$ cat src/rtl/i2c_nvm_pkg.sv
package i2c_nvm_pkg;
   localparam int BYTE_W = 8;

   typedef enum logic [2:0] {
      ST_IDLE  = 3'd0,
      ST_ADDR  = 3'd1,
      ST_ACK   = 3'd2,
      ST_WR    = 3'd3,
      ST_RD    = 3'd4,
      ST_RDACK = 3'd5,
      ST_SKIP  = 3'd6
   } nvm_state_t;
endpackage

$ cat src/rtl/i2c_nvm_sync.sv
module i2c_nvm_sync #(
   parameter int         W       = 2,
   parameter int         STAGES  = 2,
   parameter logic [W-1:0] RST_VAL = '1
) (
   input  logic         clk,
   input  logic         rst_n,
   input  logic [W-1:0] d,
   output logic [W-1:0] q
);
   logic [W-1:0] chain [STAGES];

   initial begin
      assert (STAGES >= 2) else $error("sync needs at least two stages");
   end

   for (genvar g = 0; g < STAGES; g++) begin : g_stage
      if (g == 0) begin : g_first
         always_ff @(posedge clk or negedge rst_n) begin
            if (!rst_n) chain[g] <= RST_VAL;
            else        chain[g] <= d;
         end
      end else begin : g_next
         always_ff @(posedge clk or negedge rst_n) begin
            if (!rst_n) chain[g] <= RST_VAL;
            else        chain[g] <= chain[g-1];
         end
      end
   end

   assign q = chain[STAGES-1];
endmodule

$ cat src/rtl/i2c_nvm_cond.sv
module i2c_nvm_cond (
   input  logic clk,
   input  logic rst_n,
   input  logic scl_s,
   input  logic sda_s,
   output logic scl_rise,
   output logic scl_fall,
   output logic start_det,
   output logic stop_det
);
   logic scl_q, sda_q;

   always_ff @(posedge clk or negedge rst_n) begin
      if (!rst_n) begin
         scl_q <= 1'b1;
         sda_q <= 1'b1;
      end else begin
         scl_q <= scl_s;
         sda_q <= sda_s;
      end
   end

   assign scl_rise  =  scl_s & ~scl_q;
   assign scl_fall  = ~scl_s &  scl_q;
   assign start_det =  scl_s &  scl_q &  sda_q & ~sda_s;
   assign stop_det  =  scl_s &  scl_q & ~sda_q &  sda_s;
endmodule

$ cat src/rtl/i2c_nvm_core.sv
module i2c_nvm_core
   import i2c_nvm_pkg::*;
#(
   parameter int           TYPE_W   = 4,
   parameter int           SEL_W    = 2,
   parameter logic [TYPE_W-1:0] DEV_TYPE = 4'b1010
) (
   input  logic              clk,
   input  logic              rst_n,
   input  logic              scl_s,
   input  logic              sda_s,
   input  logic              scl_rise,
   input  logic              scl_fall,
   input  logic              start_det,
   input  logic              stop_det,
   input  logic [SEL_W-1:0]  strap_sel,
   input  logic [BYTE_W-1:0] rd_data,
   output logic              sda_drive_low,
   output logic [BYTE_W-1:0] wr_data,
   output logic              wr_valid,
   output logic              rd_take,
   output logic              blk_sel,
   output logic              commit_pulse
);
   localparam int CNT_W   = $clog2(BYTE_W);
   localparam int TYPE_HI = BYTE_W - 1;
   localparam int SEL_HI  = BYTE_W - 1 - TYPE_W;
   localparam logic [CNT_W-1:0] LAST_BIT = CNT_W'(BYTE_W - 1);

   nvm_state_t        state;
   logic [BYTE_W-1:0] shreg;
   logic [CNT_W-1:0]  bit_cnt;
   logic              phase;
   logic              rd_dir;
   logic              data_seen;
   logic [BYTE_W-1:0] next_byte;
   logic              addr_hit;

   assign next_byte = {shreg[BYTE_W-2:0], sda_s};
   assign addr_hit  = (next_byte[TYPE_HI -: TYPE_W] == DEV_TYPE) &&
                      (next_byte[SEL_HI  -: SEL_W]  == strap_sel);

   always_ff @(posedge clk or negedge rst_n) begin
      if (!rst_n) begin
         state         <= ST_IDLE;
         shreg         <= '0;
         bit_cnt       <= '0;
         phase         <= 1'b0;
         rd_dir        <= 1'b0;
         data_seen     <= 1'b0;
         sda_drive_low <= 1'b0;
         wr_data       <= '0;
         wr_valid      <= 1'b0;
         rd_take       <= 1'b0;
         blk_sel       <= 1'b0;
         commit_pulse  <= 1'b0;
      end else begin
         wr_valid     <= 1'b0;
         rd_take      <= 1'b0;
         commit_pulse <= 1'b0;
         if (stop_det) begin
            state         <= ST_IDLE;
            sda_drive_low <= 1'b0;
            commit_pulse  <= data_seen;
            data_seen     <= 1'b0;
         end else if (start_det) begin
            state         <= ST_ADDR;
            bit_cnt       <= '0;
            phase         <= 1'b0;
            sda_drive_low <= 1'b0;
            data_seen     <= 1'b0;
         end else begin
            unique case (state)
               ST_ADDR: if (scl_rise) begin
                  shreg   <= next_byte;
                  bit_cnt <= bit_cnt + 1'b1;
                  if (bit_cnt == LAST_BIT) begin
                     if (addr_hit) begin
                        state   <= ST_ACK;
                        phase   <= 1'b0;
                        rd_dir  <= next_byte[0];
                        blk_sel <= next_byte[1];
                     end else begin
                        state <= ST_SKIP;
                     end
                  end
               end
               ST_ACK: if (scl_fall) begin
                  if (!phase) begin
                     sda_drive_low <= 1'b1;
                     phase         <= 1'b1;
                  end else begin
                     phase   <= 1'b0;
                     bit_cnt <= '0;
                     if (rd_dir) begin
                        shreg         <= rd_data;
                        sda_drive_low <= ~rd_data[BYTE_W-1];
                        rd_take       <= 1'b1;
                        state         <= ST_RD;
                     end else begin
                        sda_drive_low <= 1'b0;
                        state         <= ST_WR;
                     end
                  end
               end
               ST_WR: if (scl_rise) begin
                  shreg   <= next_byte;
                  bit_cnt <= bit_cnt + 1'b1;
                  if (bit_cnt == LAST_BIT) begin
                     wr_data   <= next_byte;
                     wr_valid  <= 1'b1;
                     data_seen <= 1'b1;
                     phase     <= 1'b0;
                     state     <= ST_ACK;
                  end
               end
               ST_RD: if (scl_fall) begin
                  if (bit_cnt == LAST_BIT) begin
                     sda_drive_low <= 1'b0;
                     phase         <= 1'b0;
                     state         <= ST_RDACK;
                  end else begin
                     shreg         <= {shreg[BYTE_W-2:0], 1'b0};
                     sda_drive_low <= ~shreg[BYTE_W-2];
                     bit_cnt       <= bit_cnt + 1'b1;
                  end
               end
               ST_RDACK: begin
                  if (scl_rise) begin
                     if (sda_s) state <= ST_SKIP;
                     else       phase <= 1'b1;
                  end else if (scl_fall && phase) begin
                     phase         <= 1'b0;
                     bit_cnt       <= '0;
                     shreg         <= rd_data;
                     sda_drive_low <= ~rd_data[BYTE_W-1];
                     rd_take       <= 1'b1;
                     state         <= ST_RD;
                  end
               end
               default: ;
            endcase
         end
      end
   end

   AST_STOP_RELEASES: assert property (@(posedge clk) disable iff (!rst_n)
      stop_det |=> (!sda_drive_low && state == ST_IDLE));
   AST_OE_SCL_LOW: assert property (@(posedge clk) disable iff (!rst_n)
      !$stable(sda_drive_low) |-> !$past(scl_s));
   AST_SKIP_SILENT: assert property (@(posedge clk) disable iff (!rst_n)
      (state == ST_SKIP) |-> (!sda_drive_low && !wr_valid && !rd_take));
   AST_COMMIT_ON_STOP: assert property (@(posedge clk) disable iff (!rst_n)
      commit_pulse |-> $past(stop_det));
   AST_STROBE_EXCL: assert property (@(posedge clk) disable iff (!rst_n)
      $onehot0({wr_valid, rd_take, commit_pulse}));
   AST_WR_DIR: assert property (@(posedge clk) disable iff (!rst_n)
      wr_valid |-> !rd_dir);
   AST_TAKE_DIR: assert property (@(posedge clk) disable iff (!rst_n)
      rd_take |-> rd_dir);
   AST_RESTART_ADDR: assert property (@(posedge clk) disable iff (!rst_n)
      (start_det && !stop_det) |=> (state == ST_ADDR && !sda_drive_low));
endmodule

$ cat src/rtl/i2c_nvm_slave.sv
module i2c_nvm_slave
   import i2c_nvm_pkg::*;
#(
   parameter int                SYNC_STAGES = 2,
   parameter int                TYPE_W      = 4,
   parameter int                SEL_W       = 2,
   parameter logic [TYPE_W-1:0] DEV_TYPE    = 4'b1010
) (
   input  logic              clk,
   input  logic              rst_n,
   input  logic              scl_i,
   input  logic              sda_i,
   output logic              sda_drive_low,
   input  logic [SEL_W-1:0]  strap_sel,
   output logic [BYTE_W-1:0] wr_data,
   output logic              wr_valid,
   input  logic [BYTE_W-1:0] rd_data,
   output logic              rd_take,
   output logic              blk_sel,
   output logic              commit_pulse
);
   localparam int ADDR_FIELDS = TYPE_W + SEL_W + 2;

   initial begin
      assert (ADDR_FIELDS == BYTE_W) else $error("address fields must fill one byte");
      assert (SEL_W >= 1) else $error("need at least one select bit");
   end

   logic [1:0] bus_s;
   logic       scl_rise, scl_fall, start_det, stop_det;

   i2c_nvm_sync #(.W(2), .STAGES(SYNC_STAGES), .RST_VAL(2'b11)) u_sync (
      .clk   (clk),
      .rst_n (rst_n),
      .d     ({scl_i, sda_i}),
      .q     (bus_s)
   );

   i2c_nvm_cond u_cond (
      .clk       (clk),
      .rst_n     (rst_n),
      .scl_s     (bus_s[1]),
      .sda_s     (bus_s[0]),
      .scl_rise  (scl_rise),
      .scl_fall  (scl_fall),
      .start_det (start_det),
      .stop_det  (stop_det)
   );

   i2c_nvm_core #(.TYPE_W(TYPE_W), .SEL_W(SEL_W), .DEV_TYPE(DEV_TYPE)) u_core (
      .clk           (clk),
      .rst_n         (rst_n),
      .scl_s         (bus_s[1]),
      .sda_s         (bus_s[0]),
      .scl_rise      (scl_rise),
      .scl_fall      (scl_fall),
      .start_det     (start_det),
      .stop_det      (stop_det),
      .strap_sel     (strap_sel),
      .rd_data       (rd_data),
      .sda_drive_low (sda_drive_low),
      .wr_data       (wr_data),
      .wr_valid      (wr_valid),
      .rd_take       (rd_take),
      .blk_sel       (blk_sel),
      .commit_pulse  (commit_pulse)
   );
endmodule

$ cat config.mk
export PLATFORM = sky130hd
export DESIGN_NAME = i2c_nvm_slave
export DESIGN_NICKNAME = d
export VERILOG_FILES = /design/src/rtl/i2c_nvm_pkg.sv /design/src/rtl/i2c_nvm_sync.sv /design/src/rtl/i2c_nvm_cond.sv /design/src/rtl/i2c_nvm_core.sv /design/src/rtl/i2c_nvm_slave.sv
export SDC_FILE = /design/constraint.sdc
export NUM_CORES = 1
export LEC_CHECK = 0
export BUFFER_PORTS_ARGS = -buffer_cell sky130_fd_sc_hd__buf_2
export CAP_MARGIN = 10
export CORE_AREA = 3 3 65 67
export CTS_CLUSTER_DIAMETER = 50
export DETAILED_ROUTE_END_ITERATION = 16
export DIE_AREA = 0 0 68 70
export GPL_TIMING_DRIVEN = 0
export HOLD_SLACK_MARGIN = 0.08
export PLACE_DENSITY_LB_ADDON = 0.08
export SETUP_SLACK_MARGIN = 0.4
export SLEW_MARGIN = 20
export SYNTH_ARGS = -nofsm -noshare
export SYNTH_HDL_FRONTEND = slang
export SYNTH_SLANG_ARGS = --single-unit
$ cat constraint.sdc
create_clock -name clk -period 1.9 [get_ports clk]
set_input_delay 0.095 -clock clk [delete_from_list [all_inputs] [get_ports clk]]
set_output_delay 0.095 -clock clk [all_outputs]
set_load 0.05 [all_outputs]
==> flow_results.xml <==
<?xml version="1.0" encoding="UTF-8"?>
<metrics>
  <group name="outcome">
    <metric name="outcome" unit="">complete, but fails checks</metric>
    <metric name="violated_checks" unit="">setup timing</metric>
  </group>
  <group name="routing">
    <metric name="routed_wirelength" unit="um">4660</metric>
    <metric name="viasPerCell" unit="">5.62</metric>
    <metric name="antenna_left" unit="">0</metric>
    <metric name="routed_wire_length_per_instance" unit="um">17.6</metric>
    <metric name="first_iter_violations" unit="">105</metric>
    <metric name="detailedRoute.firstPassIterationCount" unit="">4</metric>
    <metric name="route.vias.total" unit="">1488</metric>
    <metric name="detail_route.drc_violations" unit="">0</metric>
  </group>
  <group name="synth">
    <metric name="yosysSeqAreaShare" unit="%">48.6</metric>
    <metric name="synth.lib_cells_used.distinct" unit="">47</metric>
    <metric name="postSynthRegisterBits" unit="">35</metric>
    <metric name="syn-num-nets" unit="">174</metric>
    <metric name="syn_area" unit="mm2">0.00182</metric>
    <metric name="synth-main-ff-cell" unit="">sky130_fd_sc_hd__dfrtp_1</metric>
    <metric name="postSynthCellCount" unit="">158</metric>
    <metric name="ys.warnings.count" unit="">0</metric>
    <metric name="postSynth.asyncResetShare" unit="%">100</metric>
    <metric name="synth_enable_flop_cells" unit="">0</metric>
    <metric name="postSynthAreaPerCell" unit="um2">11.5</metric>
  </group>
  <group name="run">
    <metric name="max_cap_violations" unit="">0</metric>
  </group>
  <group name="global_routing">
    <metric name="first_global_vias" unit="">1543</metric>
    <metric name="global_route.usage.total" unit="%">20.8</metric>
    <metric name="grt_remaining_overflow" unit="">0</metric>
    <metric name="wire_length_of_the_first_global_routing_pass" unit="um">7370</metric>
    <metric name="maximum_number_of_pins_on_one_net_before_global_route_repair" unit="">36</metric>
    <metric name="antenna_found_initial" unit="">0</metric>
  </group>
  <group name="cells_and_area">
    <metric name="final-instance-count-excl-fill" unit="">265</metric>
    <metric name="most-common-layout-cells" unit="">28 x sky130_fd_sc_hd__dfrtp_1, 26 x sky130_fd_sc_hd__buf_2, 16 x sky130_fd_sc_hd__mux2_2</metric>
    <metric name="nNetsFinal" unit="">232</metric>
    <metric name="layout.area.seq" unit="um2">885</metric>
    <metric name="final_design_area_no_fill" unit="mm2">0.00256</metric>
    <metric name="antenna_diode_instance_count" unit="">0</metric>
    <metric name="multi_input_area" unit="mm2">0.00108</metric>
    <metric name="nFillCells" unit="">273</metric>
    <metric name="commonest_non_fill_non_tap_cell_in_the_layout" unit="">sky130_fd_sc_hd__dfrtp_1</metric>
    <metric name="layout-drive-gt1-share" unit="%">53.9</metric>
    <metric name="final_util" unit="%">69.3</metric>
    <metric name="layout-area-overhead-vs-synth" unit="%">40.6</metric>
  </group>
  <group name="pwr">
    <metric name="power.density_cell_area" unit="mW/mm2">1330</metric>
    <metric name="vdd_ir_drop_max" unit="mV">0.732</metric>
    <metric name="power.static_leakage" unit="nW">1.20</metric>
  </group>
  <group name="sta">
    <metric name="achievable-frequency" unit="GHz">0.521</metric>
    <metric name="finalCritPeriodShare" unit="%">101</metric>
    <metric name="hold_slack" unit="ns">0.166</metric>
    <metric name="grt_setup_unrepaired" unit="">yes</metric>
    <metric name="layout_setup_ws" unit="ns">-0.0176</metric>
    <metric name="setup_violations" unit="">5</metric>
    <metric name="timing.final.max_slew_violations" unit="">0</metric>
    <metric name="timing.clock.skew" unit="ns">0.00704</metric>
    <metric name="min_period" unit="ns">1.92</metric>
    <metric name="slew-limit-headroom" unit="%">48.2</metric>
    <metric name="worstMarginPinSlew" unit="ns">0.776</metric>
    <metric name="hold_viol_final" unit="">0</metric>
  </group>
  <group name="placed_design">
    <metric name="placed_cells_incl_taps" unit="">232</metric>
    <metric name="globalplace.congestion" unit="">0.862</metric>
    <metric name="portBuffers" unit="">26</metric>
    <metric name="placedInstanceArea" unit="mm2">0.00208</metric>
    <metric name="placement.setup.worst_slack" unit="ns">-0.156</metric>
    <metric name="detailed_placer_s_ending_hpwl" unit="um">2810</metric>
  </group>
  <group name="critical_path">
    <metric name="setup.reg_to_reg.worst_slack" unit="ns">-0.02</metric>
    <metric name="critical_path_arrival" unit="ns">2.10</metric>
    <metric name="critPathCaptureType" unit="">register</metric>
    <metric name="worst_ep_required_time" unit="ns">2.08</metric>
    <metric name="reg2reg_from" unit="">u_core.state[1]</metric>
    <metric name="reg2regPathDepth" unit="">5</metric>
    <metric name="worstSetupStartpointType" unit="">register</metric>
    <metric name="critical_path_peak_fanout" unit="">8</metric>
    <metric name="worstSetupPathType" unit="">register to register</metric>
    <metric name="critical_path.reg2reg.endpoint" unit="">u_core.shreg[6]</metric>
  </group>
  <group name="cts">
    <metric name="htreeDepth" unit="">2</metric>
    <metric name="clock_tree_from_tritoncts" unit="">done</metric>
    <metric name="cts_root_buf" unit="">sky130_fd_sc_hd__clkbuf_8</metric>
    <metric name="clk_transition_reported_paths" unit="ns">0.07</metric>
    <metric name="cts-buffers-inserted" unit="">5</metric>
    <metric name="number_of_buffers_on_the_longest_clock_path" unit="">2</metric>
    <metric name="insertion_delay" unit="ns">0.29</metric>
    <metric name="cts_sinks" unit="">35</metric>
  </group>
  <group name="min_path">
    <metric name="min-delay-start" unit="">rd_data[2]</metric>
    <metric name="endpoint_of_the_worst_hold_timing_path" unit="">u_core.shreg[2]</metric>
    <metric name="hold_class" unit="">input pin to register</metric>
    <metric name="number_of_cells_on_the_worst_hold_path" unit="">3</metric>
  </group>
  <group name="floorplan">
    <metric name="core-area" unit="mm2">0.00369</metric>
    <metric name="floorplan.initialDensity" unit="%">49.3</metric>
    <metric name="io_pins" unit="">27</metric>
    <metric name="floorplan.die_area" unit="mm2">0.00476</metric>
    <metric name="die_height" unit="um">70</metric>
    <metric name="die_w" unit="um">68</metric>
    <metric name="floorplan.rows" unit="">22</metric>
  </group>
</metrics>
-- per-layer routing --
metal | vias up | part of all wire [%] | GRT usage [%]
li1 | 695 | - | -
met1 | 747 | 44 | 27.0
met2 | 39 | 51 | 32.9
met3 | 7 | 3.7 | 5.31
met4 | 0 | 1.7 | 7.73
met5 | - | 0 | 0
-- logic make-up after synthesis --
group	Yosys count	share of synthesized area [%]
simple gates	49	16.9
flops	35	48.6
compound gates	32	12.2
mux	27	16.5
buf+inv	9	2.54
xor+xnor	4	1.93
fa+ha+maj	2	1.38
-- layout make-up --
type                       count  area share, %
timing repair buffer          50           14.6
clock buffer                   6           2.84
buffer                         5           2.05
multi-input combinational    115           42.4
sequential                    35           34.6
clock inverter                 2          0.489
inverter                       4          0.685
tap                           48           2.35
-- repair_timing --
| action | in CTS | in global routing |
|---|---|---|
| gates cloned | 1 | 0 |
| buffers inserted | 18 | 3 |
| resized for setup | 28 | 6 |
| pin swaps | 17 | 6 |
| hold endpoints to repair | 31 | 0 |
| hold buffers | 3 | 0 |
| endpoints found under the setup margin | 26 | 27 |
-- registers in the layout (all words and copies together), names as in the netlist --
name	flops
u_cond.scl_q	1
u_cond.sda_q	1
u_core.bit_cnt	3
u_core.blk_sel	1
u_core.commit_pulse	1
u_core.data_seen	1
u_core.phase	1
u_core.rd_dir	1
u_core.rd_take	1
u_core.sda_drive_low	1
u_core.shreg	7
u_core.state	3
u_core.wr_data	8
u_core.wr_valid	1
u_sync.chain	2
u_sync.q	2
-- per-stage QoR --
step	setup TNS, ns	power (mW)
6_report	-0.0289	3.40
3_5_place_dp	-1.09	2.29
2_1_floorplan	0	2.02
4_1_cts	0	3.28
3_3_place_gp	-0.924	2.26
5_1_grt	-0.612	3.61
-- worst max-delay path by stage --
stage,cells after the start,endpoint,startpoint,slack (ns)
after floorplan,6,u_core.shreg[0],u_cond.scl_q,0.07
after global placement,7,u_core.state[0],u_core.bit_cnt[0],-0.16
after detailed placement,7,u_core.state[0],u_core.bit_cnt[0],-0.16
after CTS,7,u_core.state[0],u_core.bit_cnt[0],0.02
after global routing,5,u_core.shreg[6],u_core.state[1],-0.08
final,5,u_core.shreg[6],u_core.state[1],-0.02
-- synthesized netlist by cell type, types with 3 or more instances --
cell type / count / area share, %
sky130_fd_sc_hd__nand2b_1: 3 / 1.0
sky130_fd_sc_hd__nand2_1: 14 / 2.9
sky130_fd_sc_hd__nand3_1: 4 / 1.1
sky130_fd_sc_hd__dfstp_2: 6 / 8.7
sky130_fd_sc_hd__and2_1: 3 / 1.0
sky130_fd_sc_hd__nor2_1: 5 / 1.0
sky130_fd_sc_hd__mux2_2: 24 / 15
sky130_fd_sc_hd__and2b_1: 4 / 1.7
sky130_fd_sc_hd__mux2i_1: 3 / 1.7
sky130_fd_sc_hd__inv_1: 4 / 0.83
sky130_fd_sc_hd__o21ai_0: 4 / 1.1
sky130_fd_sc_hd__buf_2: 4 / 1.1
sky130_fd_sc_hd__dfrtp_1: 29 / 40
sky130_fd_sc_hd__a21oi_1: 9 / 2.5
-- worst max-delay path, cell delays in order, from the launching register on --
cell and delay (ns):
sky130_fd_sc_hd__dfrtp_1 0.49, sky130_fd_sc_hd__or2b_4 0.35, sky130_fd_sc_hd__o21ai_4 0.23, sky130_fd_sc_hd__buf_12 0.15
sky130_fd_sc_hd__mux2_2 0.33, sky130_fd_sc_hd__mux2_2 0.27
-- where the power goes --
group          internal (mW)  total [mW]  switching (mW)
Clock                  0.256       0.523           0.268
Combinational          0.938        1.79           0.854
Sequential             0.900        1.08           0.180
Total                   2.09        3.40            1.30
(Power assumes the default switching activity.)
